## config.mk

```make
export PLATFORM = sky130hd
export DESIGN_NAME = chirp_seq
export DESIGN_NICKNAME = d
export VERILOG_FILES = /design/src/rtl/chirp_seq_pkg.sv /design/src/rtl/chirp_us_timer.sv /design/src/rtl/chirp_se0_qual.sv /design/src/rtl/chirp_kj_count.sv /design/src/rtl/chirp_seq.sv
export SDC_FILE = /design/constraint.sdc
export NUM_CORES = 1
export LEC_CHECK = 0
export ABC_CLOCK_PERIOD_IN_PS = 2400
export BUFFER_PORTS_ARGS = -buffer_cell sky130_fd_sc_hd__buf_2
export CORE_UTILIZATION = 25
export CTS_BUF_LIST = sky130_fd_sc_hd__clkbuf_16
export CTS_CLUSTER_DIAMETER = 40
export CTS_CLUSTER_SIZE = 16
export DETAILED_ROUTE_END_ITERATION = 10
export SETUP_SLACK_MARGIN = 0.15
export SYNTH_ARGS = -nofsm -noshare
export SYNTH_HDL_FRONTEND = slang
export SYNTH_SLANG_ARGS = --single-unit
```

## constraint.sdc

```tcl
create_clock -name clk -period 2.4 [get_ports clk]
set_input_delay 0.48 -clock clk [delete_from_list [all_inputs] [get_ports clk]]
set_output_delay 0.48 -clock clk [all_outputs]
set_load 0.05 [all_outputs]
```

## src/rtl/chirp_seq_pkg.sv

```systemverilog
package chirp_seq_pkg;

    typedef enum logic [1:0] {
        LS_SE0 = 2'b00,
        LS_J   = 2'b01,
        LS_K   = 2'b10,
        LS_SE1 = 2'b11
    } line_t;

    typedef enum logic [2:0] {
        ST_IDLE,
        ST_CFG_CHIRP,
        ST_CHIRP_K,
        ST_WAIT_HOST,
        ST_CFG_HS,
        ST_HS,
        ST_CFG_FS,
        ST_FS_HOLD
    } seq_state_t;

    typedef struct packed {
        logic [1:0] xcvr;
        logic       term;
        logic [1:0] opmode;
    } phy_cfg_t;

    localparam logic [1:0] XCVR_HS    = 2'b00;
    localparam logic [1:0] XCVR_FS    = 2'b01;
    localparam logic [1:0] OPM_NORMAL = 2'b00;
    localparam logic [1:0] OPM_CHIRP  = 2'b10;

    function automatic phy_cfg_t cfg_for(seq_state_t s);
        phy_cfg_t c;
        case (s)
            ST_CFG_CHIRP, ST_CHIRP_K, ST_WAIT_HOST:
                c = '{xcvr: XCVR_HS, term: 1'b1, opmode: OPM_CHIRP};
            ST_CFG_HS, ST_HS:
                c = '{xcvr: XCVR_HS, term: 1'b0, opmode: OPM_NORMAL};
            default:
                c = '{xcvr: XCVR_FS, term: 1'b1, opmode: OPM_NORMAL};
        endcase
        return c;
    endfunction

    function automatic logic is_cfg_state(seq_state_t s);
        return (s == ST_CFG_CHIRP) || (s == ST_CFG_HS) || (s == ST_CFG_FS);
    endfunction

endpackage

```

## src/rtl/chirp_us_timer.sv

```systemverilog
module chirp_us_timer #(
    parameter int W = 12
) (
    input  logic         clk,
    input  logic         rst,
    input  logic         clr,
    input  logic         tick,
    input  logic [W-1:0] limit,
    output logic         done
);
    logic [W-1:0] cnt;

    assign done = (cnt == limit);

    always_ff @(posedge clk) begin
        if (rst || clr) begin
            cnt <= '0;
        end else if (tick && !done) begin
            cnt <= cnt + 1'b1;
        end
    end
endmodule

```

## src/rtl/chirp_se0_qual.sv

```systemverilog
module chirp_se0_qual
    import chirp_seq_pkg::*;
#(
    parameter int MIN_US = 3
) (
    input  logic       clk,
    input  logic       rst,
    input  logic [1:0] line_state,
    input  logic       tick,
    output logic       qualified
);
    localparam int CW = $clog2(MIN_US + 1);

    logic [CW-1:0] cnt;
    logic          is_se0;

    assign is_se0    = (line_state == LS_SE0);
    assign qualified = is_se0 && (cnt == CW'(MIN_US));

    always_ff @(posedge clk) begin
        if (rst || !is_se0) begin
            cnt <= '0;
        end else if (tick && (cnt != CW'(MIN_US))) begin
            cnt <= cnt + 1'b1;
        end
    end
endmodule

```

## src/rtl/chirp_kj_count.sv

```systemverilog
module chirp_kj_count
    import chirp_seq_pkg::*;
#(
    parameter int PAIRS = 3
) (
    input  logic       clk,
    input  logic       rst,
    input  logic       en,
    input  logic [1:0] line_state,
    output logic       done
);
    localparam int PW = $clog2(PAIRS + 1);

    logic [PW-1:0] pairs;
    logic          saw_k;

    assign done = (pairs == PW'(PAIRS));

    always_ff @(posedge clk) begin
        if (rst || !en) begin
            pairs <= '0;
            saw_k <= 1'b0;
        end else if (line_state == LS_K) begin
            saw_k <= 1'b1;
        end else if (line_state == LS_J && saw_k) begin
            saw_k <= 1'b0;
            if (!done) begin
                pairs <= pairs + 1'b1;
            end
        end
    end
endmodule

```

## src/rtl/chirp_seq.sv

```systemverilog
module chirp_seq
    import chirp_seq_pkg::*;
#(
    parameter bit HS_CAPABLE   = 1'b1,
    parameter int SE0_MIN_US   = 3,
    parameter int CHIRP_K_US   = 1000,
    parameter int HOST_WAIT_US = 2500,
    parameter int KJ_PAIRS     = 3
) (
    input  logic       clk,
    input  logic       rst,
    input  logic [1:0] line_state,
    input  logic       us_tick,
    input  logic       reg_ack,
    output logic       reg_wr_req,
    output logic [1:0] reg_xcvr_sel,
    output logic       reg_term_sel,
    output logic [1:0] reg_op_mode,
    output logic       chirp_tx_en,
    output logic       speed_hs
);
    localparam int TMAX = (CHIRP_K_US > HOST_WAIT_US) ? CHIRP_K_US : HOST_WAIT_US;
    localparam int TW   = $clog2(TMAX + 1);

    seq_state_t  st, st_nx;
    logic        se0_ok, tmr_done, tmr_clr, pairs_ok;
    logic [TW-1:0] tmr_limit;
    phy_cfg_t    cfg;

    generate
        if (HS_CAPABLE) begin : g_hs
            chirp_se0_qual #(.MIN_US(SE0_MIN_US)) u_se0 (
                .clk       (clk),
                .rst       (rst),
                .line_state(line_state),
                .tick      (us_tick),
                .qualified (se0_ok)
            );
        end else begin : g_fs_only
            assign se0_ok = 1'b0;
        end
    endgenerate

    chirp_us_timer #(.W(TW)) u_tmr (
        .clk  (clk),
        .rst  (rst),
        .clr  (tmr_clr),
        .tick (us_tick),
        .limit(tmr_limit),
        .done (tmr_done)
    );

    chirp_kj_count #(.PAIRS(KJ_PAIRS)) u_kj (
        .clk       (clk),
        .rst       (rst),
        .en        (st == ST_WAIT_HOST),
        .line_state(line_state),
        .done      (pairs_ok)
    );

    always_comb begin
        st_nx = st;
        case (st)
            ST_IDLE:      if (se0_ok) st_nx = ST_CFG_CHIRP;
            ST_CFG_CHIRP: if (reg_ack) st_nx = ST_CHIRP_K;
            ST_CHIRP_K:   if (tmr_done) st_nx = ST_WAIT_HOST;
            ST_WAIT_HOST: begin
                if (pairs_ok)      st_nx = ST_CFG_HS;
                else if (tmr_done) st_nx = ST_CFG_FS;
            end
            ST_CFG_HS:    if (reg_ack) st_nx = ST_HS;
            ST_HS:        st_nx = ST_HS;
            ST_CFG_FS:    if (reg_ack) st_nx = ST_FS_HOLD;
            ST_FS_HOLD:   if (line_state != LS_SE0) st_nx = ST_IDLE;
            default:      st_nx = ST_IDLE;
        endcase
    end

    assign tmr_clr   = (st_nx != st);
    assign tmr_limit = (st == ST_WAIT_HOST) ? TW'(HOST_WAIT_US) : TW'(CHIRP_K_US);

    always_ff @(posedge clk) begin
        if (rst) st <= ST_IDLE;
        else     st <= st_nx;
    end

    assign cfg          = cfg_for(st);
    assign reg_xcvr_sel = cfg.xcvr;
    assign reg_term_sel = cfg.term;
    assign reg_op_mode  = cfg.opmode;
    assign reg_wr_req   = is_cfg_state(st);
    assign chirp_tx_en  = (st == ST_CHIRP_K);
    assign speed_hs     = (st == ST_HS);
endmodule

```

==> flow_summary.toml, run 1 <==
[status]
status = "finished, final reports clean"

[sta]
max_freq_mhz = 494
rsz_0062_raised_after_global_routing = "false"
timing_max_transition_violations_final = 0
finalClockSkew_ps = 2.44
whs_ps = 506
tightest_slew_ps = 552
setup_tns_ps = 0
setup_viol = 0
fin_crit_sh = 0.843
hold_violations = 0
timing.final.crit_period_ps = 2020
maxSlewHeadroom = 0.627

[flow_run]
maxCapViolCount = 0

[cells_and_area]
most_frequent_cells_in_the_layout = "dfxtp_1, buf_2, inv_1, xnor2_1, a211oi_1"
multi_input_area_um2 = 787
number_of_inserted_diodes = 0
final_layout_size_suffix_gt1_frac = 0.181
layout_commonest_cell = "dfxtp_1"
filler_cell_count = 499
sequential_cell_area_um2 = 400
flow.area_growth_from_synthesis_pct = 13.9
layout.nets = 167

[hold_path]
hold_path_depth = 2
hold_class = "in -> reg"
whs_endpoint = "st[1]"
hp-start = "rst"

[route]
detail_route.first_pass.iterations = 4
detailroute.wirelength.met3_um = 109
detail-route-antenna-nets = 0
initialDrtViolationCount = 82
routed.top_layer = "met4"
vias = 1098
wl_met2_mm = 1.22
drt_drc_violations_left = 0
route.final.wire_length_mm = 2.64
routedLengthMet1_mm = 1.28
vias_per_cell = 4.95
wl_per_cell_um = 11.9

[die]
fp.dieH_um = 73.7
floorplan.core_area_um2 = 4850
dieWidth_um = 73.7
std_cell_rows = 25
start_util = 0.265
io_pins = 14
die_area_um2 = 5440

[logic_synthesis]
number_of_enable_type_register_cells_in_the_synthesized_netlist = 0
yosysWarnings = 0
synthesis.area_um2 = 1290
synth.ff_latch_count = 20
synth.yosys.seq_area_share = 0.311
synth_top_flop_cell = "dfxtp_1"
syn-mean-instance-area_um2 = 8.57
post_synth_num_cell_types = 46
synth-async-reset-ratio = 0
synth_cells = 150

[setup_path]
critical_path.startpoint_type = "flop"
timing.critical_path.to_type = "flop"
timing.critical_path.arrival_ps = 2190
worstReg2RegEnd = "u_tmr.cnt[2]"
reg2regPathDepth = 6
worst_r2r_startpoint = "u_tmr.cnt[0]"
critical-path-max-stage-delay_ps = 540
cpMaxStageDelayCell = "or4_1"
cp_cell_sequence = "inv_1 > ha_1 > and4bb_4 > and4b_1 > or4_1 > a221oi_2"
crit_start = "u_tmr.cnt[0]"
critical_path_required_ps = 2570
worst_path_maximum_fanout = 6
worst-r2r-setup-slack_ps = 380
critical_path_class = "reg -> reg"

[cts]
clock_insertion_delay_worst_skew_ps = 250
clockRootBuffer = "clkbuf_16"
clk_pin_slew_worst_paths_ps = 50
postCtsResizedCells = 0
htree_levels = 1
cts-root-to-sink-buffers = 2
numCtsBuffers = 3
tritoncts = "done"
post_cts_buffers = 0
cts_num_sinks = 20
postCtsHoldBufs = 0

[power_and_ir_drop]
static-leakage-power_nw = 0.497
post-layout-total-power_mw = 1.27
max-vdd-ir-drop_mv = 0.367
power.density_cell_area_nw_per_um2 = 864

[global_route]
grt_max_degree = 14
grt-ovfl-total = 0
via_count_of_the_first_global_routing_pass = 940
grt_antenna_before_repair = 0
grt_first_pass_wirelength_mm = 4.37
grt_usage = 0.105

[place]
detailed_place_hpwl_mm = 1.96
buffer_ports.inserted = 11
place_congestion = 0.776
## worst max-delay path, delay by kind of cell, from the launching register on
family / cells / cell delay (ps)
flip-flops: 1 / 410
buffers and inverters: 1 / 90
AND/OR/NAND/NOR: 3 / 1000
adder cells (fa/ha/maj): 1 / 210
AO/OA/AOI/OAI: 1 / 230
## state kept, by name, indices dropped and copies added, names as in the netlist
register,cells
u_tmr.cnt,12
st,3
g_hs.u_se0.cnt,2
u_kj.pairs,2
u_kj.saw_k,1
## worst max path at each step
stage | depth (start not counted) | slack [ps] | end
5_1_grt | 6 | 270 | u_tmr.cnt[2]
3_5_place_dp | 6 | 400 | u_tmr.cnt[2]
4_1_cts | 6 | 380 | u_tmr.cnt[2]
6_report | 6 | 380 | u_tmr.cnt[2]
3_3_place_gp | 6 | 400 | u_tmr.cnt[2]
2_1_floorplan | 3 | 240 | reg_xcvr_sel[0]
## cells by family after synthesis
logic type	share of synthesized area
buffers and inverters	0.0885
flip-flops	0.311
other	0.00292
AO/OA/AOI/OAI	0.182
AND/OR/NAND/NOR	0.285
XOR/XNOR	0.0681
multiplexers	0.0156
adder cells (fa/ha/maj)	0.0467
## layer usage
layer  track usage  up-vias
met5             0        -
met4        0.0321        0
met3        0.0288        4
met2         0.163       23
met1         0.141      508
li1              -      563
## Yosys cell counts (all sizes together) (4+ instances only)
cell type | count | share of area
dfxtp | 20 | 0.31
nor3 | 7 | 0.027
a221oi | 4 | 0.037
xnor2 | 9 | 0.061
o31ai | 4 | 0.023
buf | 8 | 0.044
nand3 | 7 | 0.027
nand4 | 7 | 0.034
a211oi | 8 | 0.047
nor2 | 8 | 0.023
nand2 | 5 | 0.015
o21ai | 6 | 0.023
clkbuf | 6 | 0.018
ha | 4 | 0.039
a21oi | 5 | 0.019
inv | 9 | 0.026
## stage by stage
step | instances | utilization | worst slack [ps] | cell area [um^2]
final | 222 | 0.302 | 377 | 1470
after CTS | 222 | 0.302 | 379 | 1470
after global routing | 222 | 0.302 | 269 | 1470
after detailed placement | 219 | 0.287 | 402 | 1390
after global placement | 219 | 0.287 | 397 | 1390
after floorplan | 151 | - | 240 | 1300
## power breakdown
| group | internal [mW] | switching [mW] | leakage [nW] |
|---|---|---|---|
| Clock | 0.220 | 0.117 | 0.0370 |
| Combinational | 0.149 | 0.363 | 0.299 |
| Sequential | 0.357 | 0.0609 | 0.162 |
| Total | 0.726 | 0.540 | 0.497 |
## layout make-up
| cell class | instances | share of cell area |
|---|---|---|
| clock buffers | 3 | 0.0512 |
| inverters | 9 | 0.0231 |
| multi-input cells | 108 | 0.537 |
| flip-flops and latches | 20 | 0.273 |
| well taps | 67 | 0.0572 |
| repair buffers | 15 | 0.0581 |
No activity file was read; power rests on OpenSTA's default activity.
==> run 2: changes to the inputs <==
--- a/config.mk
+++ b/config.mk
@@ -5,7 +5,7 @@
 export SDC_FILE = /design/constraint.sdc
 export NUM_CORES = 1
 export LEC_CHECK = 0
-export ABC_CLOCK_PERIOD_IN_PS = 2400
+export ABC_CLOCK_PERIOD_IN_PS = 1700
 export BUFFER_PORTS_ARGS = -buffer_cell sky130_fd_sc_hd__buf_2
 export CORE_UTILIZATION = 25
 export CTS_BUF_LIST = sky130_fd_sc_hd__clkbuf_16
==> constraint.sdc (replaced) <==
create_clock -name clk -period 1.7 [get_ports clk]
set_input_delay 0.34 -clock clk [delete_from_list [all_inputs] [get_ports clk]]
set_output_delay 0.34 -clock clk [all_outputs]
set_load 0.05 [all_outputs]
==> run 2 against run 1 <==
- the run now ends with setup timing left
- core utilization up 12 points
- total power up 100%
- sequential power up 33%
- clock power up 43%
- sequential share of layout area down 7.1 points
- register-to-register slack worse by 450 ps
- setup slack worse by 450 ps
- die area unchanged
- global-route usage up 3.0 points
- routed wire length up 35%
- critical endpoint is now u_tmr.cnt[3]
- largest power group unchanged
- highest routed layer unchanged
==> flow_summary.toml, run 2 (synthesis results as in run 1) <==
[status]
status = "complete, but fails checks"
violations = "setup timing"

[die]
die_area_um2 = 5440
dieWidth_um = 73.7
fp.dieH_um = 73.7
floorplan.core_area_um2 = 4850
io_pins = 14
start_util = 0.265
std_cell_rows = 25

[sta]
timing_max_transition_violations_final = 0
timing.final.crit_period_ps = 1770
finalClockSkew_ps = 1.87
hold_violations = 0
setup_tns_ps = -133
rsz_0062_raised_after_global_routing = "true"
max_freq_mhz = 564
setup_ws_ps = -73.8
fin_crit_sh = 1.04
setup_viol = 5

[cells_and_area]
finalCoreUtilization = 0.417
multi_input_area_um2 = 971
layout_commonest_cell = "buf_4"
layout.nets = 199
largestRegisters = "u_tmr.cnt x12, st x3"
number_of_inserted_diodes = 0
final_layout_size_suffix_gt1_frac = 0.492
most_frequent_cells_in_the_layout = "buf_4, dfxtp_1, xnor2_1, a211oi_2"
largest_register = "u_tmr.cnt"
sequential_cell_area_um2 = 409
filler_cell_count = 464
largest_register_ff_count = 12
flow.area_growth_from_synthesis_pct = 57.3

[global_route]
grt_antenna_before_repair = 0
met2_track_utilization_from_global_routing = 0.223
gr-usage-met3 = 0.0261
top_usage_layer = "met2"
grt-ovfl-total = 0
grt_first_pass_wirelength_mm = 5.51
global_routing_met1_resource_utilization = 0.164
via_count_of_the_first_global_routing_pass = 1192
grt_usage = 0.135
grt_max_degree = 14

[hold_path]
hold_class = "in -> reg"
hold_path_depth = 2

[cts]
cts_num_sinks = 20
clk_pin_slew_worst_paths_ps = 60
htree_levels = 1
cts-root-to-sink-buffers = 2
clockRootBuffer = "clkbuf_16"
clock_insertion_delay_worst_skew_ps = 250
numCtsBuffers = 3
tritoncts = "done"

[place]
place_congestion = 0.779
detailed_place_hpwl_mm = 2.26
detailedPlace.worstSlack_ps = -31.9
buffer_ports.inserted = 11

[setup_path]
path_buf_inv = 1
critPathTopFamily = "simple AND/OR/NAND/NOR gates"
timing.critical_path.to_type = "flop"
critical_path.startpoint_type = "flop"
reg2regPathDepth = 6
critical-path-max-stage-delay_ps = 500
critical_path_class = "reg -> reg"
timing.critical_path.arrival_ps = 1940
path_depth = 6
cpMaxStageDelayCell = "or4_4"
worst-r2r-setup-slack_ps = -70
cp_cell_sequence = "inv_2 > ha_4 > and4bb_4 > and4b_2 > or4_4 > a221oi_2"
worst_path_maximum_fanout = 5
critical_path_required_ps = 1870

[flow_run]
maxCapViolCount = 0

[route]
wl_per_cell_um = 14.0
initialDrtViolationCount = 53
detail-route-antenna-nets = 0
detail_route.first_pass.iterations = 6
route.final.wire_length_mm = 3.55
vias_per_cell = 5.01
vias = 1272
drt_drc_violations_left = 0

[power_and_ir_drop]
static-leakage-power_nw = 0.736
post-layout-total-power_mw = 2.56
power.density_cell_area_nw_per_um2 = 1260
max-vdd-ir-drop_mv = 0.793
-- run 2: cell types whose count changed in the layout (fill, tap and decap cells not counted), sizes merged --
cell / before / now
clkbuf: 3 / 4
buf: 15 / 46
inv: 9 / 8
clkinvlp: 0 / 1
-- run 2: path summary, 6_finish.rpt --
| check | from | endpoint |
|---|---|---|
| worst min-delay path | rst | st[1] |
| worst max register to register | u_tmr.cnt[0] | u_tmr.cnt[3] |
| worst min register to register | u_tmr.cnt[2] | u_tmr.cnt[2] |
| worst max-delay path | u_tmr.cnt[0] | u_tmr.cnt[3] |
-- run 2: final cells by class --
| class | instances | share of cell area |
|---|---|---|
| clock buffers | 3 | 0.0371 |
| multi-input cells | 108 | 0.480 |
| well taps | 67 | 0.0414 |
| flip-flops and latches | 20 | 0.202 |
| repair buffers | 47 | 0.221 |
| inverters | 9 | 0.0186 |
-- run 2: what timing repair did --
item | 4_1_cts | 5_1_grt
pin swaps | 4 | 8
resized for setup | 34 | 17
buffers inserted | 5 | 7
setup endpoints to repair | 18 | 19
gates cloned | 1 | 0
hold buffers | 0 | 0
-- run 2: metrics by stage --
step                      instance area [um^2]  instances  hold slack (ps)
final                                     2020        254              372
after global routing                      2020        254              395
after CTS                                 1890        247              361
after detailed placement                  1600        238              514
after global placement                    1600        238              519
after floorplan                           1380        151              492
-- run 2: metal layers --
metal  part of all wire  wire (um)  vias to the layer above
met4              0.012         42                        0
met5                  0          0                        -
met2               0.51       1820                       21
met3              0.023         83                        4
li1                   -          -                      623
met1               0.45       1600                      624
-- run 2: power breakdown --
group	internal [mW]	switching (mW)	total [mW]
combinational	0.694	0.825	1.52
clock	0.310	0.170	0.480
sequential	0.516	0.0421	0.558
total	1.52	1.04	2.56
==> run 3: changes to the inputs <==
--- a/config.mk
+++ b/config.mk
@@ -5,11 +5,10 @@
 export SDC_FILE = /design/constraint.sdc
 export NUM_CORES = 1
 export LEC_CHECK = 0
-export ABC_CLOCK_PERIOD_IN_PS = 1700
+export ABC_CLOCK_PERIOD_IN_PS = 1400
 export BUFFER_PORTS_ARGS = -buffer_cell sky130_fd_sc_hd__buf_2
 export CORE_UTILIZATION = 25
 export CTS_BUF_LIST = sky130_fd_sc_hd__clkbuf_16
-export CTS_CLUSTER_DIAMETER = 40
 export CTS_CLUSTER_SIZE = 16
 export DETAILED_ROUTE_END_ITERATION = 10
 export SETUP_SLACK_MARGIN = 0.15
==> constraint.sdc (replaced) <==
create_clock -name clk -period 1.4 [get_ports clk]
set_input_delay 0.28 -clock clk [delete_from_list [all_inputs] [get_ports clk]]
set_output_delay 0.28 -clock clk [all_outputs]
set_load 0.05 [all_outputs]
==> run 3 against run 2 <==
- the flow still finishes with violations (setup timing)
- global-route usage rose by 2.4 points
- combinational power rose by 25%
- clock skew barely moved
- cell count rose by 9.8%
- total power rose by 25%
- routed wire length rose by 21%
- first-iteration DRC count rose by 62%
- sequential power rose by 26%
- sequential share of layout area fell by 2.0 points
- largest power group unchanged
- cell area rose by 14%
- flip-flop and latch count did not move
- clock power rose by 25%
==> flow_summary.toml, run 3 (synthesis results as in run 1) <==
[status]
status = "complete, but fails checks"
violations = "setup timing"

[setup_path]
critical_path_class = "reg -> reg"
crit_start = "u_tmr.cnt[1]"
reg2regPathDepth = 8
critical_path.startpoint_type = "flop"
cp_cell_sequence = "inv_2 > ha_4 > and4bb_4 > and4b_2 > buf_4 > buf_6 > o31ai_1 > a221oi_2"
path_buf_inv = 3
worstReg2RegEnd = "u_tmr.cnt[3]"
crit_path_end = "u_tmr.cnt[3]"
timing.critical_path.to_type = "flop"
timing.critical_path.arrival_ps = 1910
cpMaxStageDelayCell = "dfxtp_2"
path_depth = 8
worst_r2r_startpoint = "u_tmr.cnt[1]"
critical-path-max-stage-delay_ps = 340
worst_path_maximum_fanout = 3
worst-r2r-setup-slack_ps = -390
critPathTopFamily = "simple AND/OR/NAND/NOR gates"
critical_path_required_ps = 1520

[cells_and_area]
largestRegisters = "u_tmr.cnt x12, st x3"
largest_register = "u_tmr.cnt"
largest_register_ff_count = 12
layout.nets = 223
final_cells = 279
flow.area_growth_from_synthesis_pct = 79.5
most_frequent_cells_in_the_layout = "buf_4, buf_6, dfxtp_1, xnor2_1, a211oi_2"
layout_commonest_cell = "buf_4"
filler_cell_count = 444
number_of_inserted_diodes = 0
final_layout_size_suffix_gt1_frac = 0.594

[global_route]
via_count_of_the_first_global_routing_pass = 1370
grt-ovfl-total = 0
grt_max_degree = 12
grt_usage = 0.159
grt_first_pass_wirelength_mm = 6.47
grt_antenna_before_repair = 0

[die]
fp.dieH_um = 73.7
dieWidth_um = 73.7
io_pins = 14
floorplan.core_area_um2 = 4850
std_cell_rows = 25
start_util = 0.265
die_area_um2 = 5440

[place]
detailedPlace.worstSlack_ps = -331
buffer_ports.inserted = 11
place_congestion = 0.779
placed_cells = 261
detailed_place_hpwl_mm = 2.49

[sta]
setup_ws_ps = -388
whs_ps = 347
setup_tns_ps = -5070
finalClockSkew_ps = 2.33
timing.final.crit_period_ps = 1790
setup_viol = 20
rsz_0062_raised_after_global_routing = "true"
fin_crit_sh = 1.28
timing_max_transition_violations_final = 0
hold_violations = 0
max_freq_mhz = 559

[power_and_ir_drop]
post-layout-total-power_mw = 3.21
static-leakage-power_nw = 0.853
power.density_cell_area_nw_per_um2 = 1390
max-vdd-ir-drop_mv = 0.824

[cts]
tritoncts = "done"
clockRootBuffer = "clkbuf_16"
clock_insertion_delay_worst_skew_ps = 250
numCtsBuffers = 3
htree_levels = 1
clk_pin_slew_worst_paths_ps = 60
cts-root-to-sink-buffers = 2
cts_num_sinks = 20
postCtsHoldBufs = 0

[flow_run]
maxCapViolCount = 0

[hold_path]
hold_class = "in -> reg"
hold_path_depth = 3

[route]
vias_per_cell = 5.01
vias = 1398
wl_per_cell_um = 15.4
route.final.wire_length_mm = 4.31
initialDrtViolationCount = 86
drt_drc_violations_left = 0
detail_route.first_pass.iterations = 4
detail-route-antenna-nets = 0
run 3: power by group:
part | internal, mW | switching [mW]
Sequential | 0.629 | 0.0738
Combinational | 0.831 | 1.07
Clock | 0.381 | 0.219
Total | 1.84 | 1.37
run 3: cell type report:
class / instances / area [um^2] / area share
clock buffers: 3 / 75.1 / 0.0325
clock inverters: 1 / 3.75 / 0.00163
inverters: 9 / 41.3 / 0.0179
multi-input cells: 109 / 1070 / 0.465
flip-flops and latches: 20 / 422 / 0.183
well taps: 67 / 83.8 / 0.0363
repair buffers: 70 / 611 / 0.264
run 3: metrics by stage:
stage / utilization / cell area (um^2)
finish: 0.476 / 2310
global route: 0.476 / 2310
CTS: 0.431 / 2090
detailed placement: 0.370 / 1790
global placement: 0.370 / 1790
floorplan: - / 1420
run 3: timing repair:
| item | in CTS | in global routing |
|---|---|---|
| resized for setup | 36 | 42 |
| pin swaps | 10 | 15 |
| setup endpoints to repair | 21 | 21 |
| cloned | 2 | 0 |
| setup buffers | 6 | 6 |
run 3: worst min path at each step:
stage,start,endpoint,slack (ps)
floorplan,u_tmr.cnt[0],u_tmr.cnt[0],490
global placement,st[2],st[2],490
detailed placement,u_kj.pairs[1],u_kj.pairs[1],530
CTS,rst,st[0],340
global route,rst,st[2],370
finish,rst,st[2],350
run 3: per-layer routing:
| layer | up-vias | share of wire | GRT usage |
|---|---|---|---|
| met5 | - | 0 | 0 |
| met4 | 0 | 0.029 | 0.0833 |
| li1 | 679 | - | - |
| met2 | 29 | 0.52 | 0.270 |
| met3 | 10 | 0.023 | 0.0370 |
| met1 | 680 | 0.43 | 0.186 |
run 3: tightest hold or removal path: stages:
cell and delay (ps):
buf_2 90, buf_4 140, nor2_1 50
